--- config.mk ---
export PLATFORM = sky130hd
export DESIGN_NAME = tick_reinj
export DESIGN_NICKNAME = d
export VERILOG_FILES = /design/src/rtl/tick_reinj_pkg.sv /design/src/rtl/tick_reinj_dpath.sv /design/src/rtl/tick_reinj_ctrl.sv /design/src/rtl/tick_reinj.sv
export SDC_FILE = /design/constraint.sdc
export NUM_CORES = 1
export LEC_CHECK = 0
export BUFFER_PORTS_ARGS = -buffer_cell sky130_fd_sc_hd__buf_2
export CAP_MARGIN = 20
export CORE_UTILIZATION = 43
export CTS_CLUSTER_DIAMETER = 120
export DETAILED_ROUTE_END_ITERATION = 8
export PLACE_DENSITY_LB_ADDON = 0.2
export SLEW_MARGIN = 10
export SYNTH_ARGS = -nofsm -noshare
export SYNTH_HDL_FRONTEND = slang
export SYNTH_SLANG_ARGS = --single-unit
--- constraint.sdc ---
create_clock -name clk -period 3.3 [get_ports clk]
set_input_delay 0.99 -clock clk [delete_from_list [all_inputs] [get_ports clk]]
set_output_delay 0.99 -clock clk [all_outputs]
set_load 0.02 [all_outputs]
--- src/rtl/tick_reinj_pkg.sv ---
package tick_reinj_pkg;

  // Control-to-datapath strobes
  typedef struct packed {
    logic clearAll;  // resync: zero count, set acknowledged flag
    logic bumpPend;  // count one more tick
    logic dropPend;  // retire one tick on acknowledge
    logic giveAck;   // acknowledge arrived
    logic takeAck;   // a lossless delivery used the flag
  } strobe_t;

  // Datapath-to-control status
  typedef struct packed {
    logic pendZero;
    logic pendMulti;  // two or more outstanding
    logic pendFull;
    logic ackFlag;
  } status_t;

endpackage

--- src/rtl/tick_reinj_dpath.sv ---
module tick_reinj_dpath
  import tick_reinj_pkg::*;
#(
  parameter int PEND_W     = 4,
  parameter int PER_W      = 16,
  parameter int MIN_PERIOD = 100
) (
  input  logic              clk,
  input  logic              rstN,
  input  strobe_t           stb,
  input  logic [PER_W-1:0]  periodIn,
  input  logic              periodicIn,
  output status_t           st,
  output logic [PEND_W-1:0] pendingOut,
  output logic [PER_W-1:0]  periodOut
);

  localparam logic [PEND_W-1:0] PEND_MAX = '1;
  localparam logic [PEND_W-1:0] PEND_ONE = PEND_W'(1);
  localparam logic [PER_W-1:0]  MIN_P    = PER_W'(MIN_PERIOD);

  logic [PEND_W-1:0] pendCnt;
  logic [PEND_W-1:0] afterDrop;
  logic [PEND_W-1:0] pendNext;
  logic              ackFlag;

  // Retire first, then add, so a full counter hit by tick+ack stays full
  always_comb begin
    afterDrop = stb.dropPend ? pendCnt - PEND_ONE : pendCnt;
    pendNext  = (stb.bumpPend && afterDrop != PEND_MAX) ? afterDrop + PEND_ONE : afterDrop;
  end

  always_ff @(posedge clk) begin
    if (!rstN || stb.clearAll) begin
      pendCnt <= '0;
      ackFlag <= 1'b1;
    end else begin
      pendCnt <= pendNext;
      if (stb.takeAck)      ackFlag <= 1'b0;
      else if (stb.giveAck) ackFlag <= 1'b1;
    end
  end

  assign st.pendZero  = (pendCnt == '0);
  assign st.pendMulti = (pendCnt > PEND_ONE);
  assign st.pendFull  = (pendCnt == PEND_MAX);
  assign st.ackFlag   = ackFlag;
  assign pendingOut   = pendCnt;

  // Period clamp, present only when a nonzero minimum is configured
  generate
    if (MIN_PERIOD > 0) begin : g_clamp
      always_comb begin
        if (periodicIn && periodIn < MIN_P) periodOut = MIN_P;
        else                                periodOut = periodIn;
      end
    end else begin : g_noclamp
      assign periodOut = periodIn;
    end
  endgenerate

endmodule

--- src/rtl/tick_reinj_ctrl.sv ---
module tick_reinj_ctrl
  import tick_reinj_pkg::*;
(
  input  logic    clk,
  input  logic    rstN,
  input  logic    tickIn,
  input  logic    ackIn,
  input  logic    reinjectEn,
  input  logic    resyncIn,
  input  logic    nmiModeEn,
  input  status_t st,
  output strobe_t stb,
  output logic    irqOut,
  output logic    nmiOut
);

  logic heldReq;   // attempt deferred while a pulse is high
  logic replayReq;
  logic attempt;
  logic permit;
  logic fire;

  always_comb begin
    replayReq = ackIn && reinjectEn && st.pendMulti;
    attempt   = !resyncIn && (heldReq || tickIn || replayReq);
    permit    = !reinjectEn || st.ackFlag || ackIn;
    fire      = attempt && !irqOut && permit;

    stb.clearAll = resyncIn;
    stb.bumpPend = !resyncIn && tickIn && reinjectEn;
    stb.dropPend = !resyncIn && ackIn && !st.pendZero;
    stb.giveAck  = !resyncIn && ackIn;
    stb.takeAck  = fire && reinjectEn;
  end

  always_ff @(posedge clk) begin
    if (!rstN) begin
      heldReq <= 1'b0;
      irqOut  <= 1'b0;
      nmiOut  <= 1'b0;
    end else begin
      heldReq <= attempt && irqOut;
      irqOut  <= fire;
      nmiOut  <= fire && nmiModeEn;
    end
  end

endmodule

--- src/rtl/tick_reinj.sv ---
module tick_reinj
  import tick_reinj_pkg::*;
#(
  parameter int PEND_W     = 4,
  parameter int PER_W      = 16,
  parameter int MIN_PERIOD = 100
) (
  input  logic              clk,
  input  logic              rstN,
  input  logic              tickIn,
  input  logic              ackIn,
  input  logic              reinjectEn,
  input  logic              resyncIn,
  input  logic              nmiModeEn,
  input  logic [PER_W-1:0]  periodIn,
  input  logic              periodicIn,
  output logic              irqOut,
  output logic              nmiOut,
  output logic [PEND_W-1:0] pendingOut,
  output logic [PER_W-1:0]  periodOut
);

  strobe_t stb;
  status_t st;

  tick_reinj_ctrl u_ctrl (
    .clk        (clk),
    .rstN       (rstN),
    .tickIn     (tickIn),
    .ackIn      (ackIn),
    .reinjectEn (reinjectEn),
    .resyncIn   (resyncIn),
    .nmiModeEn  (nmiModeEn),
    .st         (st),
    .stb        (stb),
    .irqOut     (irqOut),
    .nmiOut     (nmiOut)
  );

  tick_reinj_dpath #(
    .PEND_W     (PEND_W),
    .PER_W      (PER_W),
    .MIN_PERIOD (MIN_PERIOD)
  ) u_dpath (
    .clk        (clk),
    .rstN       (rstN),
    .stb        (stb),
    .periodIn   (periodIn),
    .periodicIn (periodicIn),
    .st         (st),
    .pendingOut (pendingOut),
    .periodOut  (periodOut)
  );

endmodule

Word-level counts from Yosys, hierarchy flattened:

Cells that the tools add are included.

* register bits after elaboration: 8
* input bits: 24
* word-level logic and storage cells: 41

* magnitude comparators: 2
* mux-type cells: 5
* equality and inequality tests: 1
* reduce and logical (&&, ||, !) cells: 26
* add/subtract/negate cells: 2

Operators with widths (count)
* less-than comparator 16 x 7 -> 1 bit (second input constant): 1
* two-way mux 16 bit: 1
* logical AND 1 bit: 14
* two-way mux 4 bit: 2
* logical NOT 1 bit: 5
* logical OR 1 bit: 5
* adder 4 x 1 -> 4 bit (second input constant): 1
* > comparator 4 x 1 -> 1 bit (second input constant): 1
* logical NOT 4 bit: 1
* inequality test 4 bit (second input constant): 1
* subtractor 4 x 1 -> 4 bit (second input constant): 1
* two-way mux 1 bit: 2
* nonzero test 2 bit: 1

Depth between registers and ports, before layout:

* word-level depth: 8
* gate-level depth with buffers: 10

By module:

From an unflattened synthesis, not the netlist that was laid out.

* cells, all modules: 85
* area total of the unflattened synthesis: 678.2 um^2

Modules (own cells, without submodules)
* tick_reinj_dpath: cells an instance 67, area each 513.0 um^2, times used 1
* tick_reinj_ctrl: cells an instance 18, area each 165.2 um^2, times used 1

Least setup slack after synthesis:

No wires, ideal clock.

* path kind: input to output
* start point: input periodIn[4]
* end point: output periodOut[0]
* path buffers: 0
* slack: 0.527 ns
* data arrival time: 1.783 ns
* required time: 2.310 ns
* stages on the path: 3
* path through: o311ai_0 > nand4_1 > and2_1

* longest elaborated chain between the ends: 3

Ends and longest elaborated chain
* start: declaration: RTL line tick_reinj.sv:15 `input logic [PER_W-1:0] periodIn,`
* less-than comparator 16 x 7 -> 1 bit: RTL line tick_reinj_dpath.sv:54 `if (periodicIn && periodIn < MIN_P) periodOut = MIN_P;`
* logical AND 1 bit: RTL line tick_reinj_dpath.sv:54
* two-way mux 16 bit: RTL line tick_reinj_dpath.sv:54
* end: declaration: RTL line tick_reinj.sv:20 `output logic [PER_W-1:0] periodOut`

Every way passes these cells.

Final worst setup path:

Ends and elaborated chain as after synthesis.

==> metrics.csv <==
metric,value,unit
status,"finished, final reports clean",
TritonCTS clock tree,done,
Sw Pwr,72.54,µW
DR iter-0 viols,9,
Tcrit/Tclk final,92.94,%
Clk pwr share,31.2,%
Pleak,0.0004408,µW
ANT nets after route,0,
final hold vios,0,
internal power,168.4,µW
Worst R2R End,u_dpath.pendingOut[1]$_SDFF_PP0_,
CP max FO,7,
fin. max-slew vios,0,
area delta synth->final,35.16,%
"most common cell after layout, fill and taps aside",buf_2,
post-CTS sizing,0,
Root Buffer,clkbuf_4,
"area leader, netlist",dfxtp_1,
max_slew headroom,67.24,%
vias per cell,5.377,
final setup vio count,0,
Hold Path Class,reg2reg,
total grt overflow,0,
final WL,1.633,mm
largest net degree at the start of global routing,9,
# rows,13,
Worst Skew,0.005522,ns
hold buffer count at CTS,0,
ys flop type,dfxtp_1,
Peak VDD IR,0.2033,mV
initial antenna violation count,0,
WL per Instance,11.83,µm
ys async rst share,0,%
Yosys Warn Count,0,
Nets,153,
Worst Setup SP,periodIn[4],
Crit Path Category,in2out,
worst skew pair latency,0.26,ns
Critical R2R Launch,u_dpath.pendingOut[0]$_SDFF_PP0_,
syn avg cell area,7.880,µm²
Reg2Reg Depth,10,
flop and latch count out of synthesis,8,
worst reg-to-reg setup slack,0.92,ns
Port Buffers,45,
Mapped Cells,84,
vias in the first global route,592,
postcts setup bufs,0,
combinational power share,27.1,%
H-tree depth,1,
maxcap violations,0,
Mapped Nets,112,
clock-pin slew on the worst setup and hold paths,0.06,ns
DR pass1 iterations,6,
CP arrival,2.08,ns
fin crit period,3.067,ns
most frequent cells in the layout,"buf_2, dfxtp_1, and2_1",
clk sink count,8,
total track usage,20.38,%
Netlist Area Pre-Place,661.9,µm²
post-synth top area share,24.20,%
Power Density,269.3,nW/µm²
sw frac,30.11,%
post-synthesis cell type count,37,
CP Launch Type,primary input,
Total Power,241.0,µW
RSZ-0062 raised after global routing,no,
final core utilization,65.48,%
Die Footprint,1700,µm²
DP HPWL,1.322,mm
Fmax achieved,326.0,MHz
Worst Path Required,2.31,ns
CTS buffer count,3,
Longest Clk Path Bufs,2,
Worst setup EP type,output pin,
Area contributors post-synth,"dfxtp_1, ha_1, and2_1, clkbuf_1, nand2b_1",
vias,742,
I/O pins,46,
Flop pwr share,41.7,%
actual slew at the worst max-slew pin,0.4861,ns
first-pass GRT wire length,2.235,mm
total negative slack,0,ns
Placeable Area,1366,µm²
residual DRC count,0,
ant diodes,0,
die height,41.24,µm
share of cells above drive strength 1,43.09,%
register area share after synthesis,24.20,%
Die X,41.24,µm
routability cong.,0.7761,
Initial Util,48.44,%
Post-synth EDFFs,0,
worst setup path end,periodOut[0],
## cells in the mapped netlist, types with 2 or more instances
master and instances:
nor4_1 2, a21oi_1 3, ha_1 4, nand2_1 5, nor2_1 4, o21ai_0 4
and3_1 2, nor3_1 2, nor2b_1 2, nand2b_1 5, and2_1 6, inv_1 5
clkbuf_1 9, dfxtp_1 8
## area by class of cell
class	count	area, µm²
timing repair buffer	45	225.2
clock buffer	3	22.52
sequential	8	160.2
fill	130	471.7
tap	15	18.77
inverter	5	18.77
multi-input combinational	62	449.2
## routing by layer
layer  wire length (µm)  GRT usage (%)
met4                 12          12.10
met3                166          1.630
met5                  0              0
met2                862          41.41
met1                592          19.03
## worst max-delay path: stages
cell and delay, ns:
buf_2 0.10, o311ai_0 0.32, nand4_1 0.27, and2_1 0.24
buf_2 0.15
## cell families (layout without fill, tap and decap cells)
kind of cell	after synthesis	count (layout)	synth area share [%]
DFF	8	8	24.20
buffers and inverters	14	53	7.939
AOI/OAI and AO/OA	18	18	23.06
adders and majority gates	4	4	7.562
xor gates and xnor gates	1	1	1.323
and+or+nand+nor	38	38	34.22
muxes	1	1	1.701
## power groups by stage
stage / registers (µW) / clock network [µW] / logic, µW
global route: 101 / 80.7 / 73.2
detailed placement: 103 / 0 / 65.3
global placement: 102 / 0 / 64.3
floorplan: 104 / 0 / 36.2
finish: 101 / 75.1 / 65.3
CTS: 101 / 76.9 / 65.6
## per-stage QoR
stage          cells  area [µm²]  worst slack, ns  hold slack (ns)
2_1_floorplan     84       661.9           0.5268           0.5033
4_1_cts          138       894.6           0.2078           0.4952
3_5_place_dp     135       872.1           0.2096           0.4878
3_3_place_gp     135       872.1           0.2331           0.4789
6_report         138       894.6           0.2328           0.4947
5_1_grt          138       894.6          0.06880           0.5147
## flip-flops by register name, summed over array words and instances (netlist names)
signal              flops
u_ctrl.heldReq          1
u_ctrl.irqOut           1
u_ctrl.nmiOut           1
u_dpath.ackFlag         1
u_dpath.pendingOut      4
## how the worst min path moves through the flow
| stage | start | endpoint | slack [ns] | cells after the start |
|---|---|---|---|---|
| after global routing | u_ctrl.irqOut$_SDFF_PN0_ | u_ctrl.heldReq$_SDFF_PN0_ | 0.51 | 1 |
| after global placement | u_ctrl.irqOut$_SDFF_PN0_ | u_ctrl.heldReq$_SDFF_PN0_ | 0.48 | 1 |
| after CTS | u_ctrl.irqOut$_SDFF_PN0_ | u_ctrl.heldReq$_SDFF_PN0_ | 0.50 | 1 |
| after detailed placement | u_ctrl.irqOut$_SDFF_PN0_ | u_ctrl.heldReq$_SDFF_PN0_ | 0.49 | 1 |
| final | u_ctrl.irqOut$_SDFF_PN0_ | u_ctrl.heldReq$_SDFF_PN0_ | 0.49 | 1 |
| after floorplan | u_dpath.ackFlag$_SDFFE_PP1P_ | u_dpath.ackFlag$_SDFFE_PP1P_ | 0.50 | 2 |
No activity file was read; power rests on OpenSTA's default activity.
